## config.mk

```make
export PLATFORM = sky130hd
export DESIGN_NAME = frc_cmp_unit
export DESIGN_NICKNAME = d
export VERILOG_FILES = /design/src/rtl/frc_pkg.sv /design/src/rtl/frc_counter.sv /design/src/rtl/frc_cmp_slot.sv /design/src/rtl/frc_status.sv /design/src/rtl/frc_cmp_unit.sv
export SDC_FILE = /design/constraint.sdc
export NUM_CORES = 1
export LEC_CHECK = 0
export BUFFER_PORTS_ARGS = -buffer_cell sky130_fd_sc_hd__clkbuf_2
export CAP_MARGIN = 20
export CORE_MARGIN = 1.5
export CORE_UTILIZATION = 40
export DETAILED_ROUTE_END_ITERATION = 10
export SLEW_MARGIN = 0
export SYNTH_ARGS = -nofsm -noshare
export SYNTH_HDL_FRONTEND = slang
export SYNTH_HIERARCHICAL = 1
export SYNTH_SLANG_ARGS = --single-unit
```

## constraint.sdc

```tcl
create_clock -name clk_i -period 5.1 [get_ports clk_i]
set_input_delay 1.02 -clock clk_i [delete_from_list [all_inputs] [get_ports clk_i]]
set_output_delay 1.02 -clock clk_i [all_outputs]
set_load 0.03 [all_outputs]
```

## src/rtl/frc_pkg.sv

```systemverilog
package frc_pkg;
  localparam int unsigned OFS_COUNT  = 32'h10;
  localparam int unsigned OFS_CMP0   = 32'h60;
  localparam int unsigned CMP_STRIDE = 4;
  localparam int unsigned OFS_ENA    = 32'h80;
  localparam int unsigned OFS_STS    = 32'h84;
endpackage

```

## src/rtl/frc_counter.sv

```systemverilog
module frc_counter #(
  parameter int unsigned CNT_W = 32
) (
  input  logic             clk_i,
  input  logic             rst_ni,
  input  logic             tick_i,
  input  logic             load_i,
  input  logic [CNT_W-1:0] load_val_i,
  output logic [CNT_W-1:0] cnt_o,
  output logic [CNT_W-1:0] cnt_nxt_o,
  output logic             step_o,
  output logic             wrap_o
);
  logic [CNT_W-1:0] cnt_q;
  logic             wrap_q;

  assign step_o = tick_i & ~load_i;

  always_comb begin
    if (load_i)      cnt_nxt_o = load_val_i;
    else if (tick_i) cnt_nxt_o = cnt_q + CNT_W'(1);
    else             cnt_nxt_o = cnt_q;
  end

  always_ff @(posedge clk_i or negedge rst_ni) begin
    if (!rst_ni) begin
      cnt_q  <= '0;
      wrap_q <= 1'b0;
    end else begin
      cnt_q  <= cnt_nxt_o;
      wrap_q <= step_o & (&cnt_q);
    end
  end

  assign cnt_o  = cnt_q;
  assign wrap_o = wrap_q;


  cnt_step_chk: assert property (@(posedge clk_i) disable iff (!rst_ni)
    step_o |=> cnt_o == $past(cnt_o) + CNT_W'(1));

  cnt_hold_chk: assert property (@(posedge clk_i) disable iff (!rst_ni)
    (!tick_i && !load_i) |=> $stable(cnt_o));

  ovf_chk: assert property (@(posedge clk_i) disable iff (!rst_ni)
    wrap_o |-> cnt_o == '0);
endmodule

```

## src/rtl/frc_cmp_slot.sv

```systemverilog
module frc_cmp_slot #(
  parameter int unsigned CNT_W = 32
) (
  input  logic             clk_i,
  input  logic             rst_ni,
  input  logic             wr_i,
  input  logic [CNT_W-1:0] wdata_i,
  input  logic             en_i,
  input  logic             step_i,
  input  logic [CNT_W-1:0] cnt_nxt_i,
  output logic [CNT_W-1:0] cmp_o,
  output logic             hit_o
);
  logic [CNT_W-1:0] cmp_q;

  always_ff @(posedge clk_i or negedge rst_ni) begin
    if (!rst_ni)   cmp_q <= '0;
    else if (wr_i) cmp_q <= wdata_i;
  end

  // equality on the step into the value, against the value held before any write this clock
  assign hit_o = en_i & step_i & (cnt_nxt_i == cmp_q);
  assign cmp_o = cmp_q;


  cmp_wr_chk: assert property (@(posedge clk_i) disable iff (!rst_ni)
    wr_i |=> cmp_o == $past(wdata_i));
endmodule

```

## src/rtl/frc_status.sv

```systemverilog
module frc_status #(
  parameter int unsigned N_CMP = 8
) (
  input  logic             clk_i,
  input  logic             rst_ni,
  input  logic [N_CMP-1:0] hit_i,
  input  logic [N_CMP-1:0] clr_i,
  output logic [N_CMP-1:0] sts_o
);
  logic [N_CMP-1:0] sts_q;

  always_ff @(posedge clk_i or negedge rst_ni) begin
    if (!rst_ni) sts_q <= '0;
    else         sts_q <= (sts_q & ~clr_i) | hit_i;
  end

  assign sts_o = sts_q;


  sts_set_src_chk: assert property (@(posedge clk_i) disable iff (!rst_ni)
    1'b1 |=> (sts_o & ~$past(sts_o) & ~$past(hit_i)) == '0);

  sts_clr_chk: assert property (@(posedge clk_i) disable iff (!rst_ni)
    1'b1 |=> (sts_o & $past(clr_i) & ~$past(hit_i)) == '0);

  sts_set_wins_chk: assert property (@(posedge clk_i) disable iff (!rst_ni)
    1'b1 |=> (sts_o & $past(hit_i)) == $past(hit_i));
endmodule

```

## src/rtl/frc_cmp_unit.sv

```systemverilog
module frc_cmp_unit #(
  parameter int unsigned CNT_W  = 32,
  parameter int unsigned N_CMP  = 8,
  parameter int unsigned ADDR_W = 8
) (
  input  logic              clk_i,
  input  logic              rst_ni,
  input  logic              tick_i,
  input  logic              wr_i,
  input  logic [ADDR_W-1:0] addr_i,
  input  logic [CNT_W-1:0]  wdata_i,
  output logic [CNT_W-1:0]  rdata_o,
  output logic              cmp_irq_o,
  output logic              ovf_o
);
  import frc_pkg::*;

  localparam logic [ADDR_W-1:0] A_COUNT = ADDR_W'(OFS_COUNT);
  localparam logic [ADDR_W-1:0] A_ENA   = ADDR_W'(OFS_ENA);
  localparam logic [ADDR_W-1:0] A_STS   = ADDR_W'(OFS_STS);

  logic [CNT_W-1:0] cnt, cnt_nxt;
  logic             step;
  logic [N_CMP-1:0] ena_q, hit, clr, sts;
  logic [CNT_W-1:0] cmp_val [N_CMP];

  frc_counter #(.CNT_W(CNT_W)) u_cnt (
    .clk_i      (clk_i),
    .rst_ni     (rst_ni),
    .tick_i     (tick_i),
    .load_i     (wr_i && addr_i == A_COUNT),
    .load_val_i (wdata_i),
    .cnt_o      (cnt),
    .cnt_nxt_o  (cnt_nxt),
    .step_o     (step),
    .wrap_o     (ovf_o)
  );

  always_ff @(posedge clk_i or negedge rst_ni) begin
    if (!rst_ni)                    ena_q <= '0;
    else if (wr_i && addr_i == A_ENA) ena_q <= wdata_i[N_CMP-1:0];
  end

  for (genvar k = 0; k < N_CMP; k++) begin : g_slot
    localparam logic [ADDR_W-1:0] A_SLOT = ADDR_W'(OFS_CMP0 + CMP_STRIDE * k);
    frc_cmp_slot #(.CNT_W(CNT_W)) u_slot (
      .clk_i     (clk_i),
      .rst_ni    (rst_ni),
      .wr_i      (wr_i && addr_i == A_SLOT),
      .wdata_i   (wdata_i),
      .en_i      (ena_q[k]),
      .step_i    (step),
      .cnt_nxt_i (cnt_nxt),
      .cmp_o     (cmp_val[k]),
      .hit_o     (hit[k])
    );
  end

  assign clr = (wr_i && addr_i == A_STS) ? wdata_i[N_CMP-1:0] : '0;

  frc_status #(.N_CMP(N_CMP)) u_sts (
    .clk_i  (clk_i),
    .rst_ni (rst_ni),
    .hit_i  (hit),
    .clr_i  (clr),
    .sts_o  (sts)
  );

  assign cmp_irq_o = |sts;

  always_comb begin
    rdata_o = '0;
    if (addr_i == A_COUNT) rdata_o = cnt;
    if (addr_i == A_ENA)   rdata_o[N_CMP-1:0] = ena_q;
    if (addr_i == A_STS)   rdata_o[N_CMP-1:0] = sts;
    for (int k = 0; k < N_CMP; k++)
      if (addr_i == ADDR_W'(OFS_CMP0 + CMP_STRIDE * k)) rdata_o = cmp_val[k];
  end


  dis_no_set_chk: assert property (@(posedge clk_i) disable iff (!rst_ni)
    1'b1 |=> (sts & ~$past(sts) & ~$past(ena_q)) == '0);

  irq_rise_chk: assert property (@(posedge clk_i) disable iff (!rst_ni)
    $rose(cmp_irq_o) |-> $past(hit) != '0);
endmodule

```

==> Word level (Yosys, flattened, before mapping) <==
Index checks and enable logic that the tools add are counted.
Widths: inputs -> output; s select.
{ "totals": {"inputBits": 44, "regBits": 305, "elab_cells": 81, "output_inout_bits": 34} }
{ "classes": {"n_bitwise": 22, "n_addsub": 1, "n_eq_ne": 19, "reduce_logical": 13, "mux": 14} }
{ "op_table": {"columns": ["cell", "count"], "rows": [
  ["$mux 32", 11],
  ["$eq 32x32->1", 8],
  ["$eq 8x7->1 const B", 8],
  ["$add 32x1->32 const B", 1],
  ["$reduce_and 32->1", 1],
  ["$mux 8", 3],
  ["$and 1x1->1", 18],
  ["$eq 8x8->1 const B", 2],
  ["$logic_and 1x1->1", 11],
  ["$and 8x8->8", 1],
  ["$eq 8x5->1 const B", 1],
  ["$not 8->8", 1],
  ["$or 8x8->8", 1],
  ["$reduce_or 8->1", 1],
  ["$not 1->1", 1]
]} }

==> Logic depth before layout (Yosys ltp) <==
Gate-level depths: netlist of the first run.
{ "logic_depth": {"depth_word": 12, "ltp_mapped": 12, "ltp_nobuf": 11} }

==> Hierarchy <==
Netlist of the first run, hierarchy kept.
{ "modules_own_cells": {"columns": ["module", "seq_area_each_um2", "instances", "area_each_um2", "cells_each"], "rows": [
  ["frc_cmp_slot", 800.8, 8, 1541.5, 112],
  ["frc_cmp_unit", 200.2, 1, 3584.7, 497],
  ["frc_counter", 825.8, 1, 1915.6, 220],
  ["frc_status", 200.2, 1, 290.3, 24]
]} }

==> Least setup slack after synthesis of the first run <==
Ideal clock, no wire load.
{ "synth_timing": {"path_type": "input to register", "startpoint": "input port tick_i", "endpoint": "register u_sts.sts_q[0], in the netlist u_sts/sts_o[0]", "stages": 10, "required_ns": 5.036, "slack_ns": 0.669, "t_arrival_ns": 4.367, "n_path_buf": 2, "setup_ns": 0.064, "path_cell_list": "buf_2 > nand4_1 > or4_4 > clkbuf_1 > o311ai_0 > xor2_1 > nor4_1 > nand4_1 > nor3_2 > a21o_1"} }
{ "synth_between": {"elab_chain_cells": 5, "elab_cells_between_ends": 7, "cone_classes": "eq/ne (1); mux (2); bitwise (4)"} }
{ "synth_lines": {"columns": ["item", "line_no", "source"], "rows": [
  ["start: declaration", "frc_cmp_unit.sv:8", "input logic tick_i,"],
  ["$mux 32", "frc_counter.sv:21", "else if (tick_i) cnt_nxt_o = cnt_q + CNT_W'(1);"],
  ["$mux 32", "frc_counter.sv:20", "if (load_i) cnt_nxt_o = load_val_i;"],
  ["via cnt_nxt[22]", "frc_cmp_unit.sv:22", "logic [CNT_W-1:0] cnt, cnt_nxt;"],
  ["$eq 32x32->1", "frc_cmp_slot.sv:22", "assign hit_o = en_i & step_i & (cnt_nxt_i == cmp_q);"],
  ["$and 1x1->1", "frc_cmp_slot.sv:22", null],
  ["via hit[0]", "frc_cmp_unit.sv:24", "logic [N_CMP-1:0] ena_q, hit, clr, sts;"],
  ["$or 8x8->8", "frc_status.sv:14", "else sts_q <= (sts_q & ~clr_i) | hit_i;"],
  ["end signal: assignment", "frc_status.sv:14", null],
  ["end: declaration", "frc_status.sv:10", "logic [N_CMP-1:0] sts_q;"]
]} }
The timed path passes the listed nets, and every way through them passes these cells.
A chain may end at the register's enable or synchronous reset.

==> Worst setup path after layout of the first run <==
{ "layout_timing": {"startpoint": "input port addr_i[4]", "endpoint": "output port rdata_o[6]"} }
{ "layout_between": {"elab_chain_cells": 12, "elab_cells_between_ends": 22, "cone_classes": "eq/ne (11); mux (11)"} }
{ "layout_lines": {"columns": ["item", "line_no", "source"], "rows": [
  ["start: declaration", "frc_cmp_unit.sv:10", "input logic [ADDR_W-1:0] addr_i,"],
  ["$eq 8x5->1", "frc_cmp_unit.sv:73", "if (addr_i == A_COUNT) rdata_o = cnt;"],
  ["$mux 32", "frc_cmp_unit.sv:73", null],
  ["$mux 8", "frc_cmp_unit.sv:74", "if (addr_i == A_ENA) rdata_o[N_CMP-1:0] = ena_q;"],
  ["$mux 8", "frc_cmp_unit.sv:75", "if (addr_i == A_STS) rdata_o[N_CMP-1:0] = sts;"],
  ["$mux 32 (7 in series)", "frc_cmp_unit.sv:77", "if (addr_i == ADDR_W'(OFS_CMP0 + CMP_STRIDE * k)) rdata_o = cmp_val[k];"],
  ["$mux 32 (*)", "frc_cmp_unit.sv:77", null],
  ["end: declaration", "frc_cmp_unit.sv:12", "output logic [CNT_W-1:0] rdata_o,"]
]} }
Mark *: on every way between the ends. The rest lies on a longest branch, timed or not.

==> results of run 1 <==
## per-layer routing
metal | global-route usage | share of wire | vias to the layer above
met5 | 0 | 0.00044 | -
li1 | - | - | 6213
met1 | 0.4079 | 0.44 | 7475
met4 | 0.08765 | 0.028 | 6
met2 | 0.4273 | 0.44 | 752
met3 | 0.05736 | 0.090 | 122
## worst paths after layout
check	slack (ns)	from	endpoint	depth (start not counted)
worst max-delay path	0.53	addr_i[4]	rdata_o[6]	7
worst min-delay path	0.46	rst_ni	g_slot[4].u_slot/cmp_o[25]	1
worst max register to register	1.03	u_cnt/cnt_o[12]	u_sts/sts_o[2]	11
worst min register to register	0.54	g_slot[7].u_slot/cmp_o[29]	g_slot[7].u_slot/cmp_o[29]	1
max in group asynchronous	3.41	rst_ni	g_slot[2].u_slot/cmp_o[28]	2
min in group clk_i	0.54	g_slot[7].u_slot/cmp_o[29]	g_slot[7].u_slot/cmp_o[29]	1
## cell type report
cell class,instances,area share
clock inverters,15,0.006326
flip-flops and latches,305,0.3675
well taps,592,0.03567
multi-input cells,1211,0.4842
inverters,25,0.004519
repair buffers,149,0.05001
clock buffers,52,0.05176
## per-stage QoR
stage	setup WS [ns]	cell area [sq um]	power (uW)	hold WS (ns)
3_3_place_gp	0.5173	19560	4260	0.5133
5_1_grt	0.4428	20770	7176	0.5469
6_report	0.5293	20770	6953	0.4611
3_5_place_dp	0.5674	19560	4243	0.5157
2_1_floorplan	0.6692	18120	3584	0.4717
4_1_cts	0.5677	20760	6922	0.5243
## power groups by stage
stage / clock network [uW] / logic, uW / registers (uW)
floorplan: 0 / 864 / 2720
global placement: 0 / 1480 / 2780
detailed placement: 0 / 1460 / 2780
CTS: 2710 / 1470 / 2740
global route: 2820 / 1600 / 2760
finish: 2680 / 1530 / 2750
## sequential cells by signal, indices dropped and copies added, names as in the netlist
name / flops
u_sts/sts_o: 8
ena_q: 8
g_slot.u_slot/cmp_o: 256
u_cnt/cnt_o: 32
u_cnt/wrap_o: 1
## cells in the final DEF, fill, tap and decap left out, drive strengths merged, types with 5 or more instances in the layout
| master | netlist | final |
|---|---|---|
| nand4 | 31 | 31 |
| or4 | 27 | 27 |
| o2111ai | 8 | 8 |
| mux4 | 23 | 23 |
| a2111o | 8 | 8 |
| nand3 | 35 | 35 |
| o211ai | 6 | 6 |
| a31oi | 14 | 14 |
| buf | 64 | 75 |
| nor2 | 82 | 82 |
| nor4 | 38 | 38 |
| dfrtp | 305 | 305 |
| clkinv | 1 | 12 |
| a32oi | 17 | 17 |
| a22oi | 9 | 9 |
| a21o | 8 | 8 |
| nor2b | 16 | 16 |
| xor2 | 155 | 155 |
| a211oi | 14 | 14 |
| clkbuf | 32 | 126 |
| xnor2 | 104 | 104 |
| o31ai | 14 | 14 |
| mux2 | 270 | 270 |
| o22a | 6 | 6 |
| nand2 | 81 | 81 |
| o21ai | 38 | 38 |
| mux2i | 25 | 25 |
| or3 | 5 | 5 |
| o22ai | 27 | 27 |
| a21oi | 61 | 61 |
| and2 | 9 | 9 |
| nor3 | 30 | 30 |
| inv | 24 | 25 |
## critical path: stages
cell,delay (ns)
sky130_fd_sc_hd__clkbuf_2,0.24
sky130_fd_sc_hd__buf_4,0.29
sky130_fd_sc_hd__and4b_1,0.66
sky130_fd_sc_hd__nand2_1,0.52
sky130_fd_sc_hd__o221a_2,0.39
sky130_fd_sc_hd__a31o_2,0.23
sky130_fd_sc_hd__clkbuf_2,0.18
## cell families (layout without fill, tap and decap cells)
family,after synthesis,count (layout),synth area share
DFF,305,305,0.4212
buffers and inverters,121,241,0.02900
adders and majority gates,1,1,0.0006903
and+or+nand+nor,377,377,0.1170
xor gates and xnor gates,259,259,0.1252
muxes,318,318,0.2102
AOI/OAI and AO/OA,256,256,0.09687
==> impl_results.md, run 1 <==
- Mean Syn Cell Area: 11.07 sq um
- Hold crit path type: input port to async pin
- Largest net degree at the start of global routing: 112
- Routability cong.: 0.9880
- Total routing usage reported by global routing: 0.2835
- Most instantiated flip-flop cell in the synthesis netlist: sky130_fd_sc_hd__dfrtp_1
- Count of instances resized after the clock tree is built: 0
- Multi-input gate area in the final layout: 10,050 sq um
- Die Width: 215.9 microns
- Net Count, Synth: 1,682
- Num Clock Sinks: 305
- Initial Utilization: 0.4080
- Internal power: 4693 uW
- Routed wirelength normalized by instance count: 28.30 microns
- CTS tree: yes
- Setup crit end kind: output port
- Final max-slew violation count: 0
- Number of flops mapped to enable cells by yosys: 0
- Slew @ Worst Pin: 0.9470 ns
- Status: completed
- Area share of the largest cell type after synthesis: 0.4212
- Net count reported at finish: 1,774
- Worst-path clk slew: 0.06 ns
- Area leader, netlist: sky130_fd_sc_hd__dfrtp_1
- Worst-case vdd ir drop: 0.2231 mV
- Area of the mapped netlist: 18,120 sq um
- Static power due to leakage: 0.009700 uW
- Total negative slack for setup checks: 0 ns
- Sequential standard cell area: 7632 sq um
- Filler-free cell count of the finished design: 2,349
- Worst-skew pair later-pin latency: 0.57 ns
- # fillers: 4,104
- Cell with the most instances after synthesis: sky130_fd_sc_hd__dfrtp_1
- Number of H-tree levels: 2
- Sequential power share: 0.395
- Synth top area cells: sky130_fd_sc_hd__dfrtp_1 (42%), sky130_fd_sc_hd__mux2_2 (15%), sky130_fd_sc_hd__xor2_1 (7.5%), sky130_fd_sc_hd__xnor2_1 (5.0%), sky130_fd_sc_hd__mux4_2 (2.9%)
- Relative area change from synthesis to final layout: 14.59%
- Initial detailed-routing violation count: 1,580
- Vias in the first global route: 14,340
- Fraction of power spent switching nets: 0.3250
- Sequential fraction of the synthesis area: 0.4212
- Net switching power: 2260 uW
- Proportion of power drawn by combinational gates: 0.220
- Number of maximum-capacitance violations: 0
- Utilization after layout: 0.4676
- Final count of hold timing violations: 0
- Worst Path Required: 4.08 ns
- Post-route minimum period: 4.571 ns
- Startpoint types: input port
- Via-to-Cell Ratio: 6.202
- Part of the total power dissipated in the clock network: 0.385
- Unique masters post-synth: 80
- Post-placement cell count: 2,281
- Crit Path Category: input port to output port
- Count of buffers inserted at the top-level ports: 77
- GRT overflow: 0
- Final cycle utilization of the critical path: 0.8962
- CTS Root Buffer Type: sky130_fd_sc_hd__clkbuf_16
- Highest fanout seen on the critical path: 13
- Initial antenna violation count: 3
- Setup repair after global routing missed its margin: false
- Global-route wire length before repair: 98.35 mm
- Number of clock buffers inserted by TritonCTS: 37
- Ports placed on the boundary: 78
- Cells after Synth: 1,637
- Number of core rows: 77
- Achievable clock frequency: 0.2188 GHz
- Die footprint: 46,590 sq um
- Top cells by instance count after synthesis: sky130_fd_sc_hd__dfrtp_1 (305), sky130_fd_sc_hd__mux2_2 (246), sky130_fd_sc_hd__xor2_1 (155), sky130_fd_sc_hd__xnor2_1 (104), sky130_fd_sc_hd__nand2_1 (81)
- Y dimension of the die: 215.9 microns
- Hold-fix buffers, CTS: 0
- DR vias: 14,570
- Detailed-router iteration count before antenna repair: 6
- Ratio of cells with drive above 1 in the final layout: 0.2994
- Placeable core area: 44,410 sq um
- Sum of net half-perimeters after detailed placement: 46.23 mm
- Total inserted antenna cells: 0
- Routed Antenna Nets: 0
- Total detailed-routing wirelength: 66.48 mm
- Power density cells: 334.8 nW/um^2
- Headroom to the max-slew limit: 0.3629
- Post-route DRC violation count: 0
- Worst-case clock buffer depth: 3
- Worst Path Arrival: 3.55 ns
- Seq cells post-synth: 305
- Share of synthesized flip-flops with an asynchronous set or reset: 1.000
- Fin Clk Skew: 0.02694 ns
- Post-CTS Setup Bufs: 0
- Number of setup violations in the final report: 0
- Total number of yosys warnings: 6
No activity file was read; power rests on OpenSTA's default activity.
==> run 2: changes to the inputs <==
--- a/config.mk
+++ b/config.mk
@@ -8,7 +8,7 @@
 export BUFFER_PORTS_ARGS = -buffer_cell sky130_fd_sc_hd__clkbuf_2
 export CAP_MARGIN = 20
 export CORE_MARGIN = 1.5
-export CORE_UTILIZATION = 40
+export CORE_UTILIZATION = 32
 export DETAILED_ROUTE_END_ITERATION = 10
 export SLEW_MARGIN = 0
 export SYNTH_ARGS = -nofsm -noshare
==> impl_results.md, run 2 (synthesis gave the netlist of run 1 again) <==
- Number of setup violations in the final report: 0 (unchanged)
- Ratio of cells with drive above 1 in the final layout: 0.2986 (-0.0007984)
- Y dimension of the die: 241.0 microns (+12%)
- Global-route wire length before repair: 99.35 mm (+1.0%)
- Die Width: 241.0 microns (+12%)
- Status: completed
- Post-route minimum period: 4.566 ns (-0.005150 ns)
- Post-CTS Setup Bufs: 0 (unchanged)
- Achievable clock frequency: 0.2190 GHz (+0.11%)
- Sum of net half-perimeters after detailed placement: 48.28 mm (+4.5%)
- Power density cells: 333.3 nW/um^2 (-0.47%)
- Initial Utilization: 0.3226 (-0.08539)
- Final cycle utilization of the critical path: 0.8952 (-0.001010)
- # fillers: 5,554 (+35%)
- Startpoint types: input port
- CTS tree: yes
- Highest fanout seen on the critical path: 14 (+1)
- Worst Path Arrival: 3.55 ns (about the same)
- Commonest non-fill, non-tap cells in the layout: sky130_fd_sc_hd__dfrtp_1 (305), sky130_fd_sc_hd__mux2_2 (246), sky130_fd_sc_hd__xor2_1 (155)
- Die footprint: 58,070 sq um (+25%)
- Routed Antenna Nets: 0 (unchanged)
- Worst-case clock buffer depth: 3 (unchanged)
- Count of buffers inserted at the top-level ports: 77 (unchanged)
- Static power due to leakage: 0.009697 uW (about the same)
- Routability cong.: 1.042 (+5.4%)
- Initial antenna violation count: 3 (unchanged)
- Via-to-Cell Ratio: 5.732 (-7.6%)
- Total negative slack for setup checks: 0 ns (unchanged)
- Number of core rows: 87 (+13%)
- Critical path startpoint: addr_i[5]
- Final count of hold timing violations: 0 (unchanged)
- Total inserted antenna cells: 0 (unchanged)
- DR vias: 14,390 (-1.2%)
- Flop2flop setup slack: 1.10 ns (+0.07 ns)
- Flip-flop count of the largest register, all copies and words added: 256 (unchanged)
- Worst-case vdd ir drop: 0.1883 mV (-16%)
- Setup crit end kind: output port
- Ports placed on the boundary: 78 (unchanged)
- Hold-fix buffers, CTS: 0 (unchanged)
- Number of H-tree levels: 2 (unchanged)
- Worst Path Required: 4.08 ns (about the same)
- Count of instances resized after the clock tree is built: 0 (unchanged)
- Fin Clk Skew: 0.02557 ns (-0.001365 ns)
- Reg2reg start: u_cnt/cnt_o[0]
- Largest net degree at the start of global routing: 102 (-8.9%)
- Relative area change from synthesis to final layout: 15.67%
- Routed wirelength normalized by instance count: 26.75 microns (-5.5%)
- Leading cell type in the layout, fill and taps excluded: sky130_fd_sc_hd__dfrtp_1
- Number of maximum-capacitance violations: 0 (unchanged)
- Worst hold margin: 0.5260 ns (+0.06496 ns)
- Placeable core area: 56,170 sq um (+26%)
- Worst-skew pair later-pin latency: 0.56 ns (about the same)
- Headroom to the max-slew limit: 0.3943 (+0.03141)
- Total routing usage reported by global routing: 0.2326 (-0.05099)
- Vias in the first global route: 14,400 (+0.45%)
- GRT overflow: 0 (unchanged)
- Post-route DRC violation count: 0 (unchanged)
- Total detailed-routing wirelength: 67.16 mm (+1.0%)
- Initial detailed-routing violation count: 1,725 (+9.2%)
- CTS Root Buffer Type: sky130_fd_sc_hd__clkbuf_16
- Crit Path Category: input port to output port
- Worst flop-to-flop path endpoint: u_sts/sts_o[1]
- Setup repair after global routing missed its margin: false
- Detailed-router iteration count before antenna repair: 5 (-1)
- Worst-path clk slew: 0.05 ns (about the same)
- Hold crit path type: input port to async pin
- Net count reported at finish: 1,773 (-0.056%)
- Num Clock Sinks: 305 (unchanged)
- Final max-slew violation count: 0 (unchanged)
- Slew @ Worst Pin: 0.9086 ns (-0.03838 ns)
- Number of clock buffers inserted by TritonCTS: 37 (unchanged)
- Worst r2r path cells: 11 (unchanged)
[run 2: critical path, stage by stage]
cell	delay, ns
sky130_fd_sc_hd__clkbuf_2	0.30
sky130_fd_sc_hd__nor4bb_4	0.65
sky130_fd_sc_hd__nand2_1	0.53
sky130_fd_sc_hd__o31ai_1	0.38
sky130_fd_sc_hd__a2111oi_0	0.10
sky130_fd_sc_hd__nor2_1	0.28
sky130_fd_sc_hd__clkbuf_2	0.27
[run 2: stage by stage]
stage | total power [uW] | cells | setup slack, ns | area (sq um) | util
floorplan | 3584 | 1637 | 0.6692 | 18120 | -
global placement | 4263 | 2444 | 0.5356 | 19730 | 0.3513
detailed placement | 4253 | 2444 | 0.5650 | 19730 | 0.3513
CTS | 6976 | 2510 | 0.5602 | 20960 | 0.3731
global route | 7206 | 2511 | 0.4303 | 20960 | 0.3732
finish | 6986 | 2511 | 0.5345 | 20960 | 0.3732
[run 2: cell type report]
| type | count | area, sq um | share of cell area |
|---|---|---|---|
| inverters | 25 | 93.84 | 0.004477 |
| multi-input cells | 1211 | 10040 | 0.4792 |
| flip-flops and latches | 305 | 7632 | 0.3641 |
| well taps | 756 | 945.9 | 0.04512 |
| clock inverters | 14 | 155.1 | 0.007401 |
| clock buffers | 52 | 1072 | 0.05115 |
| repair buffers | 148 | 1018 | 0.04859 |
[run 2: worst max-delay path by stage]
stage	endpoint	slack, ns	cells past startpoint
after floorplan	u_sts/sts_o[0]	0.67	10
after global placement	rdata_o[5]	0.54	8
after detailed placement	rdata_o[17]	0.56	9
after CTS	rdata_o[5]	0.56	7
after global routing	rdata_o[0]	0.43	8
final	rdata_o[5]	0.53	7
[run 2: routing by layer]
metal | track usage | wire (microns) | part of all wire
met4 | 0.09015 | 2455 | 0.037
met2 | 0.3563 | 30130 | 0.45
met3 | 0.05456 | 5981 | 0.089
met1 | 0.3167 | 28550 | 0.43
met5 | 0 | 39 | 0.00058
[run 2: power breakdown]
| part | internal, uW | switching [uW] | total [uW] |
|---|---|---|---|
| registers | 2560 | 193 | 2750 |
| logic | 544 | 981 | 1530 |
| clock network | 1620 | 1090 | 2710 |
==> run 3: changes to the inputs <==
--- a/config.mk
+++ b/config.mk
@@ -10,6 +10,7 @@
 export CORE_MARGIN = 1.5
 export CORE_UTILIZATION = 32
 export DETAILED_ROUTE_END_ITERATION = 10
+export PLACE_DENSITY = 0.5
 export SLEW_MARGIN = 0
 export SYNTH_ARGS = -nofsm -noshare
 export SYNTH_HDL_FRONTEND = slang
==> impl_results.md, run 3 (synthesis gave the netlist of run 1 again) <==
- Post-placement cell count: 2,456 (+0.49%)
- Initial Utilization: 0.3226 (unchanged)
- Final max-slew violation count: 0 (unchanged)
- Post-CTS Setup Bufs: 0 (unchanged)
- Worst-path clk slew: 0.06 ns (about the same)
- Count of buffers inserted at the top-level ports: 77 (unchanged)
- Via-to-Cell Ratio: 5.636 (-1.7%)
- GRT overflow: 0 (unchanged)
- # fillers: 5,616 (+1.1%)
- Number of core rows: 87 (unchanged)
- Routability cong.: 0.9434 (-9.4%)
- Count of instances resized after the clock tree is built: 0 (unchanged)
- Setup repair after global routing missed its margin: false
- Achievable clock frequency: 0.2239 GHz (+2.2%)
- Static power due to leakage: 0.009739 uW (+0.43%)
- Worst Path Required: 4.08 ns (about the same)
- Total inserted antenna cells: 0 (unchanged)
- DR vias: 14,210 (-1.3%)
- Power density cells: 330.9 nW/um^2 (-0.71%)
- Highest fanout seen on the critical path: 19 (+5)
- Final count of hold timing violations: 0 (unchanged)
- Post-route minimum period: 4.466 ns (-0.09911 ns)
- Total negative slack for setup checks: 0 ns (unchanged)
- Headroom to the max-slew limit: 0.2707 (-0.1236)
- Die footprint: 58,070 sq um (unchanged)
- CTS tree: yes
- Net count reported at finish: 1,785 (+0.68%)
- Slew @ Worst Pin: 1.083 ns (+0.1740 ns)
- CTS Root Buffer Type: sky130_fd_sc_hd__clkbuf_16
- Die Width: 241.0 microns (unchanged)
- Ratio of cells with drive above 1 in the final layout: 0.3007 (+0.002104)
- Relative area change from synthesis to final layout: 16.22%
- Total routing usage reported by global routing: 0.2381 (+0.005593)
- Routed wirelength normalized by instance count: 27.19 microns (+1.7%)
- Filler-free cell count of the finished design: 2,522 (+0.44%)
- Status: completed
- Number of H-tree levels: 2 (unchanged)
- Post-route DRC violation count: 0 (unchanged)
- Final cycle utilization of the critical path: 0.8758 (-0.01943)
- Number of setup violations in the final report: 0 (unchanged)
- Ports placed on the boundary: 78 (unchanged)
- Met1 routed wirelength after detailed routing: 31.57 mm (+11%)
- Placeable core area: 56,170 sq um (unchanged)
- Number of clock buffers inserted by TritonCTS: 38 (+2.7%)
- Setup crit end kind: output port
- Global-route wire length before repair: 101.4 mm (+2.0%)
- Number of maximum-capacitance violations: 0 (unchanged)
- Total length of routed met2 wires: 30.41 mm (+0.94%)
- Sum of net half-perimeters after detailed placement: 48.83 mm (+1.1%)
- Crit Path Category: input port to output port
- Worst Path Arrival: 3.45 ns (-0.10 ns)
- Worst-skew pair later-pin latency: 0.56 ns (about the same)
- Detailed-router iteration count before antenna repair: 6 (+1)
- Initial detailed-routing violation count: 1,506 (-13%)
- Leading cell type in the layout, fill and taps excluded: sky130_fd_sc_hd__dfrtp_1
- Total detailed-routing wirelength: 68.57 mm (+2.1%)
- Initial antenna violation count: 1 (-2)
- Fin Clk Skew: 0.01105 ns (-0.01452 ns)
- Flip-flop count of the largest register, all copies and words added: 256 (unchanged)
- Hold-fix buffers, CTS: 0 (unchanged)
- Worst hold margin: 0.5244 ns (-0.001617 ns)
- Worst-case vdd ir drop: 0.1927 mV (+2.3%)
- Detail Route met3 WL: 4.515 mm (-25%)
- Hold crit path type: flop to flop
- Highest metal layer used by the detailed router: met5
- Worst-case clock buffer depth: 3 (unchanged)
- Vias in the first global route: 14,400 (unchanged)
- Num Clock Sinks: 305 (unchanged)
- Startpoint types: input port
- Commonest non-fill, non-tap cells in the layout: sky130_fd_sc_hd__dfrtp_1 (305), sky130_fd_sc_hd__mux2_2 (246), sky130_fd_sc_hd__xor2_1 (155)
- Routed Antenna Nets: 0 (unchanged)
- Y dimension of the die: 241.0 microns (unchanged)
- Power consumption: 6970 uW (-0.24%)
- Largest net degree at the start of global routing: 113 (+11%)
[run 3: area by class of cell]
class,count,area (sq um),area share
repair buffers,159,1129,0.05358
well taps,756,945.9,0.04491
clock buffers,56,1100,0.05222
inverters,25,93.84,0.004455
flip-flops and latches,305,7632,0.3624
multi-input cells,1211,10050,0.4771
clock inverters,10,112.6,0.005346
[run 3: routing by layer]
layer,vias up,track usage
li1,6233,-
met1,7330,0.3453
met2,538,0.3613
met3,110,0.03717
met4,2,0.07652
met5,-,0
[run 3: power breakdown]
| part | leakage [uW] | internal [uW] | total [uW] | switching (uW) |
|---|---|---|---|---|
| clock | 0.000590 | 1590 | 2700 | 1100 |
| sequential | 0.00419 | 2560 | 2750 | 184 |
| combinational | 0.00496 | 561 | 1530 | 965 |
[run 3: worst max-delay path, stage by stage]
cell                       delay [ns]
sky130_fd_sc_hd__clkbuf_2        0.22
sky130_fd_sc_hd__or2_2           0.65
sky130_fd_sc_hd__nor2_2          0.04
sky130_fd_sc_hd__buf_4           0.20
sky130_fd_sc_hd__nand3_1         0.13
sky130_fd_sc_hd__buf_4           0.27
sky130_fd_sc_hd__o22ai_1         0.13
sky130_fd_sc_hd__nor3_1          0.45
sky130_fd_sc_hd__clkbuf_2        0.32
[run 3: final timing paths]
kind | from | end | slack, ns | cells after the start
max | addr_i[0] | rdata_o[17] | 0.63 | 9
min | u_sts/sts_o[5] | u_sts/sts_o[5] | 0.52 | 1
max reg2reg | u_cnt/cnt_o[1] | u_sts/sts_o[4] | 0.80 | 11
min reg2reg | u_sts/sts_o[5] | u_sts/sts_o[5] | 0.52 | 1
max in group asynchronous | rst_ni | g_slot[7].u_slot/cmp_o[28] | 3.45 | 2
min in group asynchronous | rst_ni | g_slot[4].u_slot/cmp_o[15] | 0.55 | 1
[run 3: metrics by stage]
step	util	instance area, sq um	setup slack, ns
6_report	0.3750	21060	0.6336
5_1_grt	0.3750	21060	0.4903
4_1_cts	0.3750	21060	0.6654
3_5_place_dp	0.3534	19850	0.4506
3_3_place_gp	0.3534	19850	0.4265
2_1_floorplan	-	18120	0.6692
